File: config.mk
export PLATFORM = sky130hd
export DESIGN_NAME = event_route_matrix
export DESIGN_NICKNAME = d
export VERILOG_FILES = /design/src/rtl/evr_pkg.sv /design/src/rtl/evr_cfg_regs.sv /design/src/rtl/evr_channel.sv /design/src/rtl/evr_user_mux.sv /design/src/rtl/event_route_matrix.sv
export SDC_FILE = /design/constraint.sdc
export NUM_CORES = 1
export LEC_CHECK = 0
export BUFFER_PORTS_ARGS = -buffer_cell sky130_fd_sc_hd__buf_2
export CORE_MARGIN = 2
export CORE_UTILIZATION = 35
export CTS_CLUSTER_DIAMETER = 100
export DETAILED_ROUTE_END_ITERATION = 7
export MAX_ROUTING_LAYER = met4
export PLACE_DENSITY = 0.52
export RECOVER_POWER = 100
export SLEW_MARGIN = 10
export SYNTH_ARGS = -nofsm -noshare
export SYNTH_HDL_FRONTEND = slang
export SYNTH_SLANG_ARGS = --single-unit
export TNS_END_PERCENT = 30
File: constraint.sdc
create_clock -name clk -period 6.56 [get_ports clk]
set_input_delay 1.312 -clock clk [delete_from_list [all_inputs] [get_ports clk]]
set_output_delay 1.312 -clock clk [all_outputs]
set_load 0.01 [all_outputs]
File: src/rtl/evr_pkg.sv
package evr_pkg;

  // Decoded kind of a configuration address
  typedef enum logic [2:0] {
    RK_NONE,
    RK_MASK,
    RK_PASS,
    RK_TRIG,
    RK_SEL
  } reg_kind_e;

  function automatic int addr_pass(input int nch);
    return nch;
  endfunction

  function automatic int addr_trig(input int nch);
    return nch + 1;
  endfunction

  function automatic int addr_sel0(input int nch);
    return nch + 2;
  endfunction

endpackage

File: src/rtl/evr_cfg_regs.sv
module evr_cfg_regs
  import evr_pkg::*;
#(
  parameter int NUM_GEN = 8,
  parameter int NUM_CH  = 4,
  parameter int NUM_USR = 6,
  parameter int SELW    = 3,
  parameter int CFG_AW  = 4,
  parameter int CFG_DW  = 8
) (
  input  logic                             clk,
  input  logic                             rst_n,
  input  logic                             cfg_we,
  input  logic [CFG_AW-1:0]                cfg_addr,
  input  logic [CFG_DW-1:0]                cfg_wdata,
  output logic [NUM_CH-1:0][NUM_GEN-1:0]   mask_o,
  output logic [NUM_CH-1:0]                pass_o,
  output logic [NUM_CH-1:0]                trig_o,
  output logic [NUM_USR-1:0][SELW-1:0]     sel_o
);

  localparam int A_PASS = addr_pass(NUM_CH);
  localparam int A_TRIG = addr_trig(NUM_CH);
  localparam int A_SEL0 = addr_sel0(NUM_CH);
  localparam int A_END  = A_SEL0 + NUM_USR;

  logic [NUM_CH-1:0][NUM_GEN-1:0] mask_q, mask_d;
  logic [NUM_CH-1:0]              pass_q, pass_d;
  logic [NUM_CH-1:0]              trig_q, trig_d;
  logic [NUM_USR-1:0][SELW-1:0]   sel_q, sel_d;
  logic [31:0]                    a32;
  reg_kind_e                      kind;
  logic                           cfg_en;

  // Address decode
  always_comb begin
    a32 = 32'(cfg_addr);
    if (a32 < NUM_CH)        kind = RK_MASK;
    else if (a32 == A_PASS)  kind = RK_PASS;
    else if (a32 == A_TRIG)  kind = RK_TRIG;
    else if (a32 < A_END)    kind = RK_SEL;
    else                     kind = RK_NONE;
  end

  // Clock enable of the held routing state
  assign cfg_en = cfg_we && (kind == RK_MASK || kind == RK_PASS || kind == RK_SEL);

  // Next state
  always_comb begin
    mask_d = mask_q;
    pass_d = pass_q;
    sel_d  = sel_q;
    trig_d = '0;
    if (cfg_we) begin
      case (kind)
        RK_MASK: for (int c = 0; c < NUM_CH; c++)
                   if (a32 == c) mask_d[c] = cfg_wdata[NUM_GEN-1:0];
        RK_PASS: pass_d = cfg_wdata[NUM_CH-1:0];
        RK_TRIG: trig_d = cfg_wdata[NUM_CH-1:0];
        RK_SEL:  for (int u = 0; u < NUM_USR; u++)
                   if (a32 == A_SEL0 + u) sel_d[u] = cfg_wdata[SELW-1:0];
        default: ;
      endcase
    end
  end

  // Registers
  always_ff @(posedge clk or negedge rst_n) begin
    if (!rst_n) begin
      mask_q <= '0;
      pass_q <= '0;
      sel_q  <= '0;
      trig_q <= '0;
    end else begin
      trig_q <= trig_d;
      if (cfg_en) begin
        mask_q <= mask_d;
        pass_q <= pass_d;
        sel_q  <= sel_d;
      end
    end
  end

  assign mask_o = mask_q;
  assign pass_o = pass_q;
  assign trig_o = trig_q;
  assign sel_o  = sel_q;

  // an injected pulse lasts one cycle unless rewritten
  a_r8_trig_single_pulse: assert property (@(posedge clk) disable iff (!rst_n)
    (trig_q != '0 && !(cfg_we && kind == RK_TRIG)) |=> (trig_q == '0));

  // unmapped writes leave routing untouched
  a_r11_unmapped_ignored: assert property (@(posedge clk) disable iff (!rst_n)
    (cfg_we && kind == RK_NONE) |=> ($stable(mask_q) && $stable(pass_q) && $stable(sel_q)));

  // a mode write is visible in the following cycle
  a_r9_mode_next_cycle: assert property (@(posedge clk) disable iff (!rst_n)
    (cfg_we && kind == RK_PASS) |=> (pass_q == $past(cfg_wdata[NUM_CH-1:0])));

endmodule

File: src/rtl/evr_channel.sv
module evr_channel #(
  parameter int NUM_GEN = 8
) (
  input  logic               clk,
  input  logic               rst_n,
  input  logic [NUM_GEN-1:0] gen_evt,
  input  logic [NUM_GEN-1:0] mask,
  input  logic               pass,
  input  logic               trig,
  output logic               raw_o,
  output logic               sync_o
);

  logic sync_q, sync_d, sync_en;

  // OR of every masked generator plus the software pulse
  assign raw_o = (|(gen_evt & mask)) | trig;

  // The input register stage is used only in registered mode
  assign sync_en = 1'b1;
  assign sync_d  = raw_o & ~pass;

  always_ff @(posedge clk or negedge rst_n) begin
    if (!rst_n)       sync_q <= 1'b0;
    else if (sync_en) sync_q <= sync_d;
  end

  assign sync_o = sync_q;

endmodule

File: src/rtl/evr_user_mux.sv
module evr_user_mux #(
  parameter int NUM_CH = 4,
  parameter int SELW   = 3
) (
  input  logic              clk,
  input  logic              rst_n,
  input  logic [SELW-1:0]   sel,
  input  logic [NUM_CH-1:0] ch_raw,
  input  logic [NUM_CH-1:0] ch_pass,
  input  logic [NUM_CH-1:0] ch_sync,
  output logic              evt_o
);

  logic hit_raw, hit_pass, hit_sync;
  logic out_q, out_d;

  // Select decode: value c+1 picks channel c, every other value picks nothing
  always_comb begin
    hit_raw  = 1'b0;
    hit_pass = 1'b0;
    hit_sync = 1'b0;
    for (int c = 0; c < NUM_CH; c++) begin
      if (sel == SELW'(c + 1)) begin
        hit_raw  = ch_raw[c];
        hit_pass = ch_pass[c];
        hit_sync = ch_sync[c];
      end
    end
  end

  // Output register stage of the registered path
  assign out_d = hit_sync;

  always_ff @(posedge clk or negedge rst_n) begin
    if (!rst_n) out_q <= 1'b0;
    else        out_q <= out_d;
  end

  assign evt_o = out_q | (hit_pass & hit_raw);

  // a disconnected user stays silent
  a_r6_disconnected_silent: assert property (@(posedge clk) disable iff (!rst_n)
    ((sel == '0 || sel > NUM_CH) && ($past(sel) == '0 || $past(sel) > NUM_CH)) |-> !evt_o);

  for (genvar c = 0; c < NUM_CH; c++) begin : g_chk
    // pass-through event seen in the same cycle
    a_r5_pass_same_cycle: assert property (@(posedge clk) disable iff (!rst_n)
      (sel == SELW'(c + 1) && ch_pass[c] && ch_raw[c]) |-> evt_o);
    // a registered channel event reaches the user on the next edge
    a_r4_sync_delivered: assert property (@(posedge clk) disable iff (!rst_n)
      (sel == SELW'(c + 1) && $past(sel) == sel && $past(ch_sync[c])) |-> evt_o);
  end

endmodule

File: src/rtl/event_route_matrix.sv
module event_route_matrix #(
  parameter int NUM_GEN = 8,
  parameter int NUM_CH  = 4,
  parameter int NUM_USR = 6,
  parameter int CFG_AW  = 4,
  parameter int CFG_DW  = 8
) (
  input  logic               clk,
  input  logic               rst_n,
  input  logic               cfg_we,
  input  logic [CFG_AW-1:0]  cfg_addr,
  input  logic [CFG_DW-1:0]  cfg_wdata,
  input  logic [NUM_GEN-1:0] gen_evt,
  output logic [NUM_USR-1:0] user_evt
);

  localparam int SELW = $clog2(NUM_CH + 1);

  logic [NUM_CH-1:0][NUM_GEN-1:0] mask;
  logic [NUM_CH-1:0]              pass, trig, ch_raw, ch_sync;
  logic [NUM_USR-1:0][SELW-1:0]   sel;

  evr_cfg_regs #(
    .NUM_GEN(NUM_GEN), .NUM_CH(NUM_CH), .NUM_USR(NUM_USR),
    .SELW(SELW), .CFG_AW(CFG_AW), .CFG_DW(CFG_DW)
  ) cfg_i (
    .clk(clk), .rst_n(rst_n),
    .cfg_we(cfg_we), .cfg_addr(cfg_addr), .cfg_wdata(cfg_wdata),
    .mask_o(mask), .pass_o(pass), .trig_o(trig), .sel_o(sel)
  );

  for (genvar c = 0; c < NUM_CH; c++) begin : g_ch
    evr_channel #(.NUM_GEN(NUM_GEN)) ch_i (
      .clk(clk), .rst_n(rst_n),
      .gen_evt(gen_evt), .mask(mask[c]), .pass(pass[c]), .trig(trig[c]),
      .raw_o(ch_raw[c]), .sync_o(ch_sync[c])
    );
  end

  for (genvar u = 0; u < NUM_USR; u++) begin : g_usr
    evr_user_mux #(.NUM_CH(NUM_CH), .SELW(SELW)) usr_i (
      .clk(clk), .rst_n(rst_n),
      .sel(sel[u]), .ch_raw(ch_raw), .ch_pass(pass), .ch_sync(ch_sync),
      .evt_o(user_evt[u])
    );
  end

  // users on one channel, unchanged for two cycles, agree
  for (genvar u = 1; u < NUM_USR; u++) begin : g_fan
    a_r3_fanout_equal: assert property (@(posedge clk) disable iff (!rst_n)
      (sel[u] == sel[0] && sel[0] != '0 && $past(sel[u]) == sel[u] && $past(sel[0]) == sel[0])
      |-> (user_evt[u] == user_evt[0]));
  end

endmodule

### Yosys cells after proc, flatten, opt, wreduce, memory -nomap -nowiden

Cells that the tools add are included.

| storage, ports and cells | value |
|---|---|
| bits of input ports | 23 |
| output and inout port bits | 6 |
| bits in registers | 68 |
| logic and storage cells | 188 |

| cells by class | value |
|---|---|
| bitwise gates (word level) | 28 |
| magnitude comparators | 2 |
| reduce and logical (&&, ||, !) cells | 19 |
| mux-type cells | 78 |
| equality and inequality tests | 39 |

Operator list:

| operator | count |
|---|---|
| 2-to-1 mux 1 bit | 72 |
| == test 3 x 2 -> 1 bit (second input constant) | 14 |
| AND reduction 4 bit | 10 |
| AND 8 bit | 4 |
| logical NOT 32 bit | 1 |
| OR reduction 8 bit | 4 |
| == test 3 x 1 -> 1 bit (second input constant) | 7 |
| == test 3 bit (second input constant) | 7 |
| == test 4 x 3 -> 1 bit (second input constant) | 4 |
| == test 4 bit (second input constant) | 4 |
| 2-to-1 mux 3 bit | 4 |
| AND 1 bit | 10 |
| OR 1 bit | 10 |
| == test 4 x 2 -> 1 bit (second input constant) | 2 |
| 2-to-1 mux 4 bit | 2 |
| == test 4 x 1 -> 1 bit (second input constant) | 1 |
| < comparator 4 x 3 -> 1 bit (second input constant) | 1 |
| < comparator 4 bit (second input constant) | 1 |
| NOT 1 bit | 4 |
| AND reduction 3 bit | 1 |
| logical OR 1 bit | 2 |
| logical AND 1 bit | 1 |

### Logic depth before layout (Yosys ltp)

| depth | value |
|---|---|
| depth after elaboration | 10 |
| gate-level depth with buffers | 7 |
| gate-level depth less buffers | 5 |

### By module

From an unflattened synthesis, not the netlist that was laid out.

| unflattened totals | value |
|---|---|
| cell total of the unflattened synthesis | 247 |
| area, all modules | 3231.8 µm² |

By module, submodules not included:

| module | sequential area each (µm²) | area an instance (µm²) | cells an instance | instances |
|---|---|---|---|---|
| evr_cfg_regs | 1451.4 | 2313.5 | 141 | 1 |
| evr_user_mux | 25.0 | 106.4 | 13 | 6 |
| evr_channel | 25.0 | 70.1 | 7 | 4 |

### Least setup slack after synthesis

Ideal clock, no wire load.

| timing | value |
|---|---|
| path kind | input to output |
| start | in gen_evt[0] |
| end | out user_evt[1] |
| buffers on the path | 1 |
| data arrival time | 2.620 ns |
| stages | 6 |
| data required time | 5.248 ns |
| setup slack | 2.628 ns |
| cell sequence | a222oi_1 nand3_1 a211oi_4 a32oi_1 a221o_1 buf_4 |

| between the ends | value |
|---|---|
| cells in the longest elaborated chain, start to end | 9 |
| elaborated cells on any way between the ends | 18 |
| those cells by class | mux (4); bitwise (10); reduce/logical (4) |

Ends and longest elaborated chain:

| what | line | RTL |
|---|---|---|
| start: declaration | event_route_matrix.sv:13 | `input logic [NUM_GEN-1:0] gen_evt,` |
| AND 8 bit | evr_channel.sv:17 | `assign raw_o = (\|(gen_evt & mask)) \| trig;` |
| OR reduction 8 bit | evr_channel.sv:17 |  |
| OR 1 bit | evr_channel.sv:17 |  |
| 2-to-1 mux 1 bit (3 in a row) | evr_user_mux.sv:23 | `if (sel == SELW'(c + 1)) begin` |
| 2-to-1 mux 1 bit * | evr_user_mux.sv:23 |  |
| AND 1 bit * | evr_user_mux.sv:39 | `assign evt_o = out_q \| (hit_pass & hit_raw);` |
| OR 1 bit * | evr_user_mux.sv:39 |  |
| end: declaration | event_route_matrix.sv:14 | `output logic [NUM_USR-1:0] user_evt` |

Every way passes the cells marked *; elsewhere a longest branch is shown, timed or not.

### Worst setup path after layout

Same ends and word-level chain as after synthesis.

==> metrics.csv <==
metric;value;unit
status;complete, but fails checks;
violations;capacitance limit, slew limit;
ctsHoldBuffers;0;
synth_cell_types;38;
switching_power;0.000402;W
cp_top_family;compound AO/OA/AOI/OAI gates;
synth.most_common_cell;dfrtp_1;
worstPathRequired;5.25;ns
max_freq;0.204;GHz
power.density;337;mW/mm^2
crit_type;primary input to output port;
hold_path.class;register to register;
final_cell_area;0.00365;sq mm
maxCapViolCount;1;
grt_max_degree;69;
die_area;0.0102;sq mm
fin_nets;330;
relSlewSlack;-146;%
cts_root_buf;clkbuf_8;
cp_num_cells;7;
clkSinkCount;68;
fin_cells;420;
htreeDepth;3;
worst_path_max_delay_cell;a211oi_1;
yosysWarnings;0;
post_drt_wl_per_cell;19.4;microns
cpMostUsedCell;clkbuf_1;
async_flop_share;100;%
placedInstanceArea;0.00352;sq mm
numCtsBuffers;9;
p_seq_share;50.5;%
cts-resized-gates;0;
drt-pass1-iter-count;7;
ios;29;
path_cells;clkbuf_1, a222oi_1, nand3_1, a211oi_1, a32oi_1, a221o_1, clkbuf_1;
ys_ff_latch;68;
grt_pass1_vias;2421;
setup_viol;0;
placedCellCount;407;
synth_compound_area_share;12.1;%
fin_ws;1.66;ns
routed_wl;8.16;mm
rsz0062_at_grt;false;
slew_viol_final;69;
cpPeakStageDelay;0.92;ns
syn_to_final_growth;10.6;%
core;0.00920;sq mm
drt_iter0_markers;148;
grt_usage;18.2;%
gp_congestion;0.811;
arrival;3.59;ns
numPortBuffers;28;
detailed_place_hpwl;5.47;mm
drive_above_1_share;27.2;%
synth-xor-area-share;0;%
sw_frac_of_total;32.7;%
cts_setup_buffers;0;
vias_per_cell;5.56;
fp.dieW;101;microns
reg2reg_depth;4;
synth_flop_cell;dfrtp_1;
synth.cells.most_frequent;dfrtp_1 (68), mux2_2 (52), nor2_1 (20), nand2_1 (13), mux2i_1 (10);
synth_edf_count;0;
netlist_top_cells_area;dfrtp_1 (52%), mux2_2 (18%), mux2i_1 (3.0%);
synthCells;278;
diodes;0;
rows;35;
ant_nets;0;
skew;0.00698;ns
yosys.area_share.simple;12.4;%
combPwrFrac;24.7;%
clk_pin_slew_worst_paths;0.07;ns
synth_mux_area_share;21.1;%
crit_buf_inv;2;
tns;0;ns
grt_antenna_before_repair;0;
hold_viol;0;
synth_top_family_by_area;multiplexers;
drc;0;
crit_fanout;7;
yosys.area_share.adder;0;%
cts_tree;done;
dieHeight;101;microns
leakagePower;1.55;nW
whs_path_depth;1;
min_period;4.90;ns
p_int;0.000827;W
synth_area;0.00330;sq mm
grt_pass1_wl;13.4;mm
vdd_drop_max;0.140;mV
syn_nets;301;
clk_path_buf_depth;2;
yosysTopAreaCell;dfrtp_1;
tightestPinTransition;3.69;ns
netlist.area_leader.share;51.6;%
floorplan.initialDensity;35.9;%
pre_cts_slack;2.17;ns
clk-insertion-delay-late;0.35;ns
cp-end-kind;output port;
p_clk_share;24.7;%
overflow;0;
cp-start-kind;primary input;
syn-mean-instance-area;11.9;sq um
period_share;74.7;%
seq_area_frac_synth;51.6;%
vias;2334;
==> layout make-up <==
class	instances	area (sq um)
Clock buffer	11	151
Timing Repair Buffer	30	134
Clock inverter	2	12.5
Sequential cell	68	1700
Inverter	6	22.5
Tap cell	111	139
Fill cell	920	5550
Multi-Input combinational cell	192	1490
==> cells by family (layout without fill, tap and decap cells) <==
kind of cell,Yosys count,count (layout)
muxes,63,63
buffers and inverters,18,49
AOI/OAI and AO/OA,55,55
and+or+nand+nor,74,74
DFF,68,68
==> flip-flops by register name (all words and copies together) (netlist names) <==
name	count
cfg_i.pass_o	4
g_ch.ch_i.sync_o	4
g_usr.usr_i.out_q	6
cfg_i.trig_o	4
cfg_i.mask_o	32
cfg_i.sel_o	18
==> layer usage <==
layer	track usage, %	part of all wire (%)	vias up
met5	-	0	-
met4	5.61	1.5	0
met3	4.30	4.1	13
met2	28.5	48	60
met1	23.3	46	1170
li1	-	-	1091
==> power groups by stage <==
stage | clock network, W | registers [W] | logic [W]
after floorplan | 0 | 0.000587 | 0.000260
after global placement | 0 | 0.000628 | 0.000309
after detailed placement | 0 | 0.000627 | 0.000315
after CTS | 0.000314 | 0.000621 | 0.000315
after global routing | 0.000335 | 0.000637 | 0.000342
final | 0.000304 | 0.000621 | 0.000304
==> final timing paths <==
check                                 start                   to  slack [ns]
setup / recovery                 gen_evt[0]          user_evt[1]        1.66
hold / removal              cfg_i.pass_o[3]  g_ch[3].ch_i.sync_o        0.48
setup reg to reg           cfg_i.mask_o[16]  g_ch[2].ch_i.sync_o        4.55
hold reg to reg             cfg_i.pass_o[3]  g_ch[3].ch_i.sync_o        0.48
max in group asynchronous             rst_n       cfg_i.sel_o[1]        2.14
min in group asynchronous             rst_n      cfg_i.sel_o[10]        2.31
==> layout by cell type (no fill, tap or decap), types with 5 or more instances in the layout <==
| cell | instances |
|---|---|
| a21oi_1 | 9 |
| a22oi_1 | 7 |
| and3_1 | 5 |
| buf_2 | 17 |
| clkbuf_1 | 13 |
| clkbuf_8 | 11 |
| dfrtp_1 | 68 |
| inv_1 | 6 |
| mux2_2 | 52 |
| mux2i_1 | 10 |
| nand2_1 | 13 |
| nand2b_1 | 7 |
| nand3b_1 | 9 |
| nor2_1 | 20 |
| nor3b_1 | 5 |
| o21ai_0 | 9 |
| o22ai_1 | 8 |
==> metrics by stage <==
step	utilization [%]	total power, W	hold slack [ns]
2_1_floorplan	-	0.000847	0.416
3_3_place_gp	38.3	0.000937	0.469
3_5_place_dp	38.3	0.000942	0.471
4_1_cts	40.1	0.00125	0.471
5_1_grt	39.7	0.00131	0.518
6_report	39.7	0.00123	0.478
Note: power is estimated with default switching activity, not from simulation.
